File: config.mk
export PLATFORM = sky130hd
export DESIGN_NAME = seg_xlate_unit
export DESIGN_NICKNAME = d
export VERILOG_FILES = /design/src/rtl/seg_xlt_pkg.sv /design/src/rtl/seg_reg_file.sv /design/src/rtl/seg_pick.sv /design/src/rtl/seg_check.sv /design/src/rtl/seg_xlate_unit.sv
export SDC_FILE = /design/constraint.sdc
export NUM_CORES = 1
export LEC_CHECK = 0
export BUFFER_PORTS_ARGS = -buffer_cell sky130_fd_sc_hd__buf_2
export CAP_MARGIN = 20
export CORE_ASPECT_RATIO = 0.9
export CORE_MARGIN = 2
export CORE_UTILIZATION = 25
export CTS_CLUSTER_DIAMETER = 150
export DETAILED_ROUTE_END_ITERATION = 7
export PLACE_DENSITY_LB_ADDON = 0.15
export SLEW_MARGIN = 20
export SYNTH_ARGS = -nofsm -noshare
export SYNTH_HDL_FRONTEND = slang
export SYNTH_SLANG_ARGS = --single-unit
File: constraint.sdc
create_clock -name clk -period 5.2 [get_ports clk]
set_clock_uncertainty 0.1 [all_clocks]
set_input_delay 1.04 -clock clk [delete_from_list [all_inputs] [get_ports clk]]
set_output_delay 1.04 -clock clk [all_outputs]
set_load 0.05 [all_outputs]
File: src/rtl/seg_xlt_pkg.sv
package seg_xlt_pkg;
  localparam int ADDR_W  = 32;
  localparam int SEL_W   = 16;
  localparam int ATTR_W  = 3;
  localparam int NUM_SEG = 6;
  localparam int SEG_W   = 3;

  localparam int ATTR_RD = 0;
  localparam int ATTR_WR = 1;
  localparam int ATTR_EX = 2;

  typedef enum logic [2:0] {
    CLS_FETCH = 3'd0,
    CLS_POP   = 3'd1,
    CLS_PUSH  = 3'd2,
    CLS_LOAD  = 3'd3,
    CLS_STORE = 3'd4
  } acc_class_e;

  typedef enum logic [1:0] {
    FLT_NONE  = 2'd0,
    FLT_NULL  = 2'd1,
    FLT_LIMIT = 2'd2,
    FLT_TYPE  = 2'd3
  } fault_e;

  localparam logic [SEG_W-1:0] SEG_CODE  = 3'd0;
  localparam logic [SEG_W-1:0] SEG_DATA  = 3'd1;
  localparam logic [SEG_W-1:0] SEG_STACK = 3'd2;

  typedef struct packed {
    logic              live;
    logic [ADDR_W-1:0] base;
    logic [ADDR_W-1:0] limit;
    logic [ATTR_W-1:0] attr;
  } seg_desc_t;

  // null when index and table bits are all zero; ring bits are masked off
  function automatic logic sel_is_null(input logic [SEL_W-1:0] sel);
    return (sel & 16'hFFFC) == 16'h0000;
  endfunction
endpackage

File: src/rtl/seg_reg_file.sv
module seg_reg_file
  import seg_xlt_pkg::*;
#(
  parameter int NSEG = NUM_SEG,
  parameter int IW   = SEG_W
) (
  input  logic             clk,
  input  logic             rst_n,
  input  logic             ld_en,
  input  logic [IW-1:0]    ld_idx,
  input  logic [SEL_W-1:0] ld_sel,
  input  logic [ADDR_W-1:0] ld_base,
  input  logic [ADDR_W-1:0] ld_limit,
  input  logic [ATTR_W-1:0] ld_attr,
  input  logic [IW-1:0]    rd_idx,
  output seg_desc_t        rd_desc
);
  seg_desc_t ent_q [NSEG];
  seg_desc_t ld_desc;

  always_comb begin
    ld_desc.live  = !sel_is_null(ld_sel);
    ld_desc.base  = ld_base;
    ld_desc.limit = ld_limit;
    ld_desc.attr  = ld_attr;
  end

  for (genvar i = 0; i < NSEG; i++) begin : g_ent
    logic      we;
    seg_desc_t ent_d;

    always_comb begin
      we    = ld_en && (ld_idx == IW'(i));
      ent_d = we ? ld_desc : ent_q[i];
    end

    always_ff @(posedge clk or negedge rst_n) begin
      if (!rst_n) ent_q[i] <= '0;
      else if (we) ent_q[i] <= ent_d;
    end

    // null selector load leaves the entry null
    a_r7_null_load: assert property (@(posedge clk) disable iff (!rst_n)
      (ld_en && ld_idx == IW'(i) && (ld_sel[SEL_W-1:2] == '0)) |=> !ent_q[i].live);
    // zero index from the local table is not null
    a_r7_local_live: assert property (@(posedge clk) disable iff (!rst_n)
      (ld_en && ld_idx == IW'(i) && (ld_sel[SEL_W-1:3] == '0) && ld_sel[2]) |=> ent_q[i].live);
  end

  always_comb begin
    rd_desc = '0;
    for (int k = 0; k < NSEG; k++)
      if (rd_idx == IW'(k)) rd_desc = ent_q[k];
  end
endmodule

File: src/rtl/seg_pick.sv
module seg_pick
  import seg_xlt_pkg::*;
#(
  parameter int IW = SEG_W
) (
  input  logic [2:0]    cls,
  input  logic          ovr_en,
  input  logic [IW-1:0] ovr_idx,
  output logic [IW-1:0] idx,
  output logic          is_fetch,
  output logic          is_write
);
  always_comb begin
    is_fetch = (cls == CLS_FETCH);
    is_write = (cls == CLS_PUSH) || (cls == CLS_STORE);
    unique case (cls)
      CLS_FETCH:          idx = IW'(SEG_CODE);
      CLS_POP, CLS_PUSH:  idx = IW'(SEG_STACK);
      default:            idx = IW'(SEG_DATA);
    endcase
    if (ovr_en && !is_fetch) idx = ovr_idx;
  end
endmodule

File: src/rtl/seg_check.sv
module seg_check
  import seg_xlt_pkg::*;
#(
  parameter int AW = ADDR_W
) (
  input  seg_desc_t     desc,
  input  logic [AW-1:0] off,
  input  logic [1:0]    size_m1,
  input  logic          is_fetch,
  input  logic          is_write,
  output logic [1:0]    code,
  output logic [AW-1:0] lin
);
  logic [AW:0] last_byte;
  logic        over, bad_type;

  always_comb begin
    last_byte = {1'b0, off} + {{(AW-1){1'b0}}, size_m1};
    over      = last_byte > {1'b0, desc.limit};
    if (is_fetch)      bad_type = !desc.attr[ATTR_EX];
    else if (is_write) bad_type = !desc.attr[ATTR_WR];
    else               bad_type = desc.attr[ATTR_EX] && !desc.attr[ATTR_RD];

    if (!desc.live)    code = FLT_NULL;
    else if (over)     code = FLT_LIMIT;
    else if (bad_type) code = FLT_TYPE;
    else               code = FLT_NONE;

    lin = (code == FLT_NONE) ? desc.base + off : '0;
  end
endmodule

File: src/rtl/seg_xlate_unit.sv
module seg_xlate_unit
  import seg_xlt_pkg::*;
#(
  parameter int AW   = ADDR_W,
  parameter int NSEG = NUM_SEG,
  parameter int IW   = SEG_W
) (
  input  logic          clk,
  input  logic          rst_n,
  input  logic          ld_en,
  input  logic [IW-1:0] ld_seg,
  input  logic [15:0]   ld_sel,
  input  logic [AW-1:0] ld_base,
  input  logic [AW-1:0] ld_limit,
  input  logic [2:0]    ld_attr,
  input  logic          req_valid,
  output logic          req_ready,
  input  logic [2:0]    req_class,
  input  logic          req_ovr_en,
  input  logic [IW-1:0] req_ovr_seg,
  input  logic [AW-1:0] req_off,
  input  logic [1:0]    req_size,
  output logic          rsp_valid,
  input  logic          rsp_ready,
  output logic [AW-1:0] rsp_lin,
  output logic [1:0]    rsp_fault
);
  logic [IW-1:0] sel_idx;
  logic          is_fetch, is_write;
  seg_desc_t     desc;
  logic [1:0]    chk_code;
  logic [AW-1:0] chk_lin;

  seg_pick #(.IW(IW)) u_pick (
    .cls(req_class), .ovr_en(req_ovr_en), .ovr_idx(req_ovr_seg),
    .idx(sel_idx), .is_fetch(is_fetch), .is_write(is_write)
  );

  seg_reg_file #(.NSEG(NSEG), .IW(IW)) u_regs (
    .clk(clk), .rst_n(rst_n), .ld_en(ld_en), .ld_idx(ld_seg), .ld_sel(ld_sel),
    .ld_base(ld_base), .ld_limit(ld_limit), .ld_attr(ld_attr),
    .rd_idx(sel_idx), .rd_desc(desc)
  );

  seg_check #(.AW(AW)) u_chk (
    .desc(desc), .off(req_off), .size_m1(req_size), .is_fetch(is_fetch),
    .is_write(is_write), .code(chk_code), .lin(chk_lin)
  );

  logic          accept, rsp_en;
  logic          vld_d;
  logic [AW-1:0] lin_d;
  logic [1:0]    flt_d;

  always_comb begin
    req_ready = !rsp_valid || rsp_ready;
    accept    = req_valid && req_ready;
    rsp_en    = accept || (rsp_valid && rsp_ready);
    vld_d     = accept;
    lin_d     = accept ? chk_lin  : rsp_lin;
    flt_d     = accept ? chk_code : rsp_fault;
  end

  always_ff @(posedge clk or negedge rst_n) begin
    if (!rst_n) begin
      rsp_valid <= 1'b0;
      rsp_lin   <= '0;
      rsp_fault <= '0;
    end else if (rsp_en) begin
      rsp_valid <= vld_d;
      rsp_lin   <= lin_d;
      rsp_fault <= flt_d;
    end
  end

  // accepted request answers on the next edge
  a_r8_latency: assert property (@(posedge clk) disable iff (!rst_n)
    accept |=> rsp_valid);
  // stalled response holds and blocks new requests
  a_r8_hold: assert property (@(posedge clk) disable iff (!rst_n)
    (rsp_valid && !rsp_ready) |=> (rsp_valid && $stable(rsp_lin) && $stable(rsp_fault)));
  // faulted response carries no address
  a_r9_zero_lin: assert property (@(posedge clk) disable iff (!rst_n)
    (rsp_valid && rsp_fault != FLT_NONE) |-> (rsp_lin == '0));
  // a passing access stays inside the limit of the register read
  a_r5_within_limit: assert property (@(posedge clk) disable iff (!rst_n)
    (accept && chk_code == FLT_NONE) |->
      (({1'b0, req_off} + {{(AW-1){1'b0}}, req_size}) <= {1'b0, desc.limit}));
  // fetch always reads the code register
  a_r3_fetch_code: assert property (@(posedge clk) disable iff (!rst_n)
    (req_class == CLS_FETCH) |-> (sel_idx == IW'(SEG_CODE)));
endmodule

# Yosys cells after proc, flatten, opt, wreduce, memory -nomap -nowiden

Index checks and enable logic that the tools add are counted.

Logic and storage cells: 83
Output and inout port bits: 36
Flip-flop bits (word level): 443
Input bits: 132

Order comparisons: 1
$add $sub $neg: 2
Muxes and demuxes: 14
Reductions and logical operators: 26
Equal/unequal tests: 13

Operator list:

| cell                                                 | count |
|---|---|
| two-way mux 68 bit                                   | 6 |
| adder 32 x 2 -> 33 bit                               | 1 |
| greater-than comparator 33 x 32 -> 1 bit             | 1 |
| adder 32 bit                                         | 1 |
| two-way mux 32 bit                                   | 1 |
| zero test 16 bit                                     | 1 |
| equality test 3 x 2 -> 1 bit (second input constant) | 5 |
| equality test 3 bit (second input constant)          | 5 |
| logical AND 1 bit                                    | 10 |
| equality test 3 x 1 -> 1 bit (second input constant) | 3 |
| zero test 3 bit                                      | 3 |
| zero test 1 bit                                      | 6 |
| two-way mux 2 bit                                    | 3 |
| one-hot mux 2 bit (2 select lines)                   | 1 |
| logical OR 1 bit                                     | 3 |
| two-way mux 3 bit                                    | 1 |
| zero test 2 bit                                      | 1 |
| two-way mux 1 bit                                    | 2 |
| AND reduction 2 bit                                  | 1 |
| OR reduction 2 bit                                   | 1 |

# Longest topological paths before layout

Depth after elaboration: 20
Mapped depth: 21
Gate-level depth less buffers: 17

# Cells and area by module

Synthesis repeated with hierarchy kept, for this count alone.

Cells, all modules: 1,846
Area total of the unflattened synthesis: 23,158.5 um2

By module, submodules not included:

| module         | cells each | seq. area each (um2) | times used | area an instance (um2) |
|---|---|---|---|---|
| seg_reg_file   | 1,277      | 10,209.8             | 1          | 18,305.1 |
| seg_check      | 483        | 0.0                  | 1          | 3,311.9 |
| seg_xlate_unit | 75         | 875.8                | 1          | 1,463.9 |
| seg_pick       | 11         | 0.0                  | 1          | 77.6 |

# Worst setup path before layout

Ideal clock, no wire load.

Kind: input port to flip-flop
From: input port req_ovr_en
To: register rsp_lin[30]
Cell stages on the path: 20
Required time: 4.978 ns
Data arrival time: 5.171 ns
Setup slack: -0.193 ns
Path buffers: 6
Setup time: 0.122 ns
Cells stage by stage: buf_6 > maj3_2 > o21a_1 > buf_6 > buf_6 > buf_2 > buf_1 > buf_1 > mux2i_1 > ha_1 > inv_1 > fa_1 > nor2b_1 > o31ai_1 > and2_1 > o41ai_2 > o2111a_1 > o31ai_1 > mux2_2 > a32o_1

Word-level cells in the longest chain between the ends: 18
Elaborated cells between the ends (all ways): 27
Those cells by class: add/sub: 1; order compare: 1; eq/ne: 5; mux: 13; reduce/logical: 7

RTL lines:

| element                                                                          | line                 | text |
|---|---|---|
| from (decl)                                                                      | seg_xlate_unit.sv:19 | `input logic req_ovr_en,` |
| logical AND 1 bit *                                                              | seg_pick.sv:21       | `if (ovr_en && !is_fetch) idx = ovr_idx;` |
| two-way mux 3 bit *                                                              | seg_pick.sv:21       |  |
| zero test 3 bit                                                                  | seg_reg_file.sv:53   | `if (rd_idx == IW'(k)) rd_desc = ent_q[k];` |
| two-way mux 68 bit (5 in series)                                                 | seg_reg_file.sv:53   |  |
| two-way mux 68 bit *                                                             | seg_reg_file.sv:53   |  |
| branches (longest 8 deep; another with greater-than comparator 33 x 32 -> 1 bit) | -                    |  |
| two-way mux 32 bit *                                                             | seg_check.sv:29      | `lin = (code == FLT_NONE) ? desc.base + off : '0;` |
| to (signal assigned)                                                             | seg_xlate_unit.sv:71 | `rsp_lin <= lin_d;` |
| to (decl)                                                                        | seg_xlate_unit.sv:25 | `output logic [AW-1:0] rsp_lin,` |

Mark *: on every way between the ends.
A chain may end at the register's enable or synchronous reset.

# Worst setup path after layout

From: input port req_class[1]
To: register rsp_lin[29]

Word-level cells in the longest chain between the ends: 20
Elaborated cells between the ends (all ways): 35
Those cells by class: add/sub: 1; order compare: 1; eq/ne: 8; mux: 14; reduce/logical: 11

RTL lines:

| element                                                                           | line                 | text |
|---|---|---|
| from (decl)                                                                       | seg_xlate_unit.sv:18 | `input logic [2:0] req_class,` |
| branches (longest 19 deep; another with greater-than comparator 33 x 32 -> 1 bit) | -                    |  |
| two-way mux 32 bit *                                                              | seg_check.sv:29      |  |

Marks and branches as above.

==> run_results.csv <==
group,metric,value,unit
global_route,grt_pass1_wl,112000,µm
worst_setup_path,critPathLaunchType,"input pin",
clock_tree,cts_resized,0,
synthesis,synth-warning-count,0,
floorplan,dieArea,91400,µm²
placement,gp_congestion,0.826,
worst_setup_path,worstSetupEndpointType,"flip-flop",
sta,worst_pin_slew,0.975,ns
synthesis,synth_flop_cell,"dfrtp_1",
placement,dp_slack,-0.248,ns
synthesis,yosysMostFrequentCell,"dfrtp_1",
sta,rsz0062_at_grt,"no",
clock_tree,cts_tree,"done",
flow_run,maxCapViolCount,0,
synthesis,synthArstFlopShare,100,%
synthesis,synth_area_leaders,"dfrtp_1 (50%), mux2_2 (20%), ha_1 (3.7%), mux2i_1 (2.9%), nand2_1 (2.8%)",
clock_tree,htreeDepth,2,
worst_setup_path,worstPathRequired,5.62,ns
route,drt_pass1_iterations,8,
hold_path,hp-class,"input pin to asynchronous set/reset pin",
synthesis,yosysSeqAreaShare,49.8,%
floorplan,io_pins,168,
sta,max_freq,209,MHz
pwr,power.leakage,12.2,nW
worst_setup_path,crit_type,"input pin to flip-flop",
synthesis,avgSynthCellArea,11.8,µm²
route,vias,16500,
route,final_antenna_net_count,0,
synthesis,synth_area,22300,µm²
pwr,peakVddDrop,0.304,mV
synthesis,yosys-top-cells-count,"dfrtp_1 (443), mux2_2 (405), nand2_1 (168)",
clock_tree,numClockSinks,443,
global_route,antenna_found_initial,29,
layout,nets,2382,
sta,fin_setup_tns,0,ns
sta,setup-violations-final,0,
layout,fillers,8868,
sta,setup_slack,0.405,ns
route,drt_wl_total,74900,µm
clock_tree,clk_latency,0.63,ns
status,failed_checks,"DRC",
synthesis,syn_inst,1880,
sta,hold_viol_final,0,
clock_tree,holdBufCountCts,0,
global_route,grt_remaining_overflow,0,
synthesis,synth_cell_types,68,
placement,portBuffers,165,
route,route.detailed.drc,2,
sta,fin_crit,4.79,ns
global_route,grt_max_degree,116,
sta,maxSlewViolCount,0,
clock_tree,numCtsBuffers,53,
status,status,"finished with violations",
clock_tree,path_clk_slew,0.05,ns
clock_tree,post-cts-setup-buffers,0,
floorplan,die_w,319,µm
route,wl_per_cell,22.1,µm
placement,hpwl,51100,µm
clock_tree,clockRootBuffer,"clkbuf_16",
layout,synthToLayoutAreaGrowth,24.6,%
layout,register_area,11100,µm²
sta,fin_crit_sh,92.2,%
pwr,total_power,11.6,mW
pwr,powerDensity,420,nW/µm²
floorplan,rows,103,
floorplan,start_util,25.3,%
clock_tree,clk_path_buf_depth,3,
global_route,grt_use_total,16.3,%
worst_setup_path,worstPathMaxFanout,18,
route,drtIter0Drc,903,
global_route,grt_pass1_vias,17200,
route,viasPerCell,4.89,
synthesis,synth_seq_cells,443,
synthesis,synth_edf_count,0,
layout,multiInputGateArea,10700,µm²
layout,drive_gt1_share,39.2,%
synthesis,synth_nets,2079,
floorplan,dieHeight,287,µm
worst_setup_path,arrival,5.22,ns
synthesis,synth_top_area_cell,"dfrtp_1",
synthesis,netlist.area_leader.share,49.8,%
sta,relSlewSlack,34.8,%
floorplan,core,88000,µm²
[per-stage QoR]
stage                     util (%)  cell area (µm²)  hold slack (ns)  instances
after floorplan                  -            22300            0.350       1880
after global placement        29.5            25900            0.363       3283
after detailed placement      29.5            25900            0.374       3283
after CTS                     31.5            27700            0.364       3377
after global routing          31.5            27700            0.382       3378
final                         31.5            27700            0.358       3381
[final cells by class]
cell class	instances	area share (%)
Inverter	11	0.149
Antenna cell	4	0.0361
Clock inverter	21	1.03
Multi-Input combinational cell	1312	38.7
Sequential cell	443	40.0
Tap cell	1155	5.21
Clock buffer	73	5.38
Timing Repair Buffer	362	9.48
[cells by family after synthesis]
| group | Yosys count | share of synthesized area, % |
|---|---|---|
| and+or+nand+nor | 318 | 6.57 |
| xor gates and xnor gates | 52 | 2.05 |
| adders and majority gates | 68 | 3.88 |
| DFF | 443 | 49.8 |
| buffers and inverters | 125 | 2.32 |
| muxes | 470 | 23.4 |
| AOI/OAI and AO/OA | 404 | 12.0 |
[state kept, by name, indices dropped and copies added (netlist names)]
signal and count:
rsp_lin 32, rsp_fault 2, rsp_valid 1, u_regs.ent_q 408
[where the power goes]
group,switching [mW],internal (mW),total [mW]
Sequential,0.387,4.21,4.60
Clock,1.54,2.25,3.79
Combinational,1.72,1.52,3.25
Total,3.65,7.99,11.6
[layer usage]
metal / share of wire [%] / track usage, % / wire length, µm / vias to the layer above
met5: 0.20 / 0 / 151 / -
met4: 2.0 / 3.71 / 1500 / 24
met3: 5.6 / 3.84 / 4190 / 120
met2: 46 / 26.2 / 34200 / 357
met1: 47 / 22.1 / 34900 / 8451
li1: - / - / - / 7570
[worst max-delay path: stages]
cell and delay [ns]:
buf_2 0.12, or3_4 0.42, and2_2 0.30, buf_12 0.20
buf_4 0.20, o21ai_0 0.08, o21ai_0 0.12, o22ai_1 0.21
buf_4 0.19, ha_1 0.24, nand3_1 0.10, a21oi_1 0.05
a2111oi_0 0.40, o21ai_0 0.16, o211a_1 0.26, or3_1 0.45
o41a_1 0.41, a311oi_1 0.25
[placed cells by master (no fill, tap or decap), types with 15 or more instances in the layout]
cell / instances
a22o_1: 23
buf_2: 164
mux2i_1: 64
nor2_1: 36
o22a_1: 20
dfrtp_1: 443
ha_1: 65
xnor2_1: 36
nand3_1: 27
buf_4: 172
a222oi_1: 26
mux2_2: 405
a21oi_1: 95
clkbuf_16: 53
nand2_1: 167
o22ai_1: 27
xor2_1: 16
nor3_1: 15
o21ai_0: 119
buf_12: 25
[path summary, 6_finish.rpt]
path | start | to | slack [ns] | depth (start not counted)
worst max-delay path | req_class[1] | rsp_lin[29] | 0.41 | 18
worst min-delay path | rst_n | rsp_lin[22] | 0.36 | 1
worst max register to register | u_regs.ent_q[149] | rsp_lin[29] | 1.50 | 12
worst min register to register | rsp_fault[1] | rsp_fault[1] | 0.39 | 2
max in group asynchronous | rst_n | u_regs.ent_q[268] | 3.45 | 2
min in group clk | rsp_fault[1] | rsp_fault[1] | 0.39 | 2
Power figures use the tool's default switching activity.
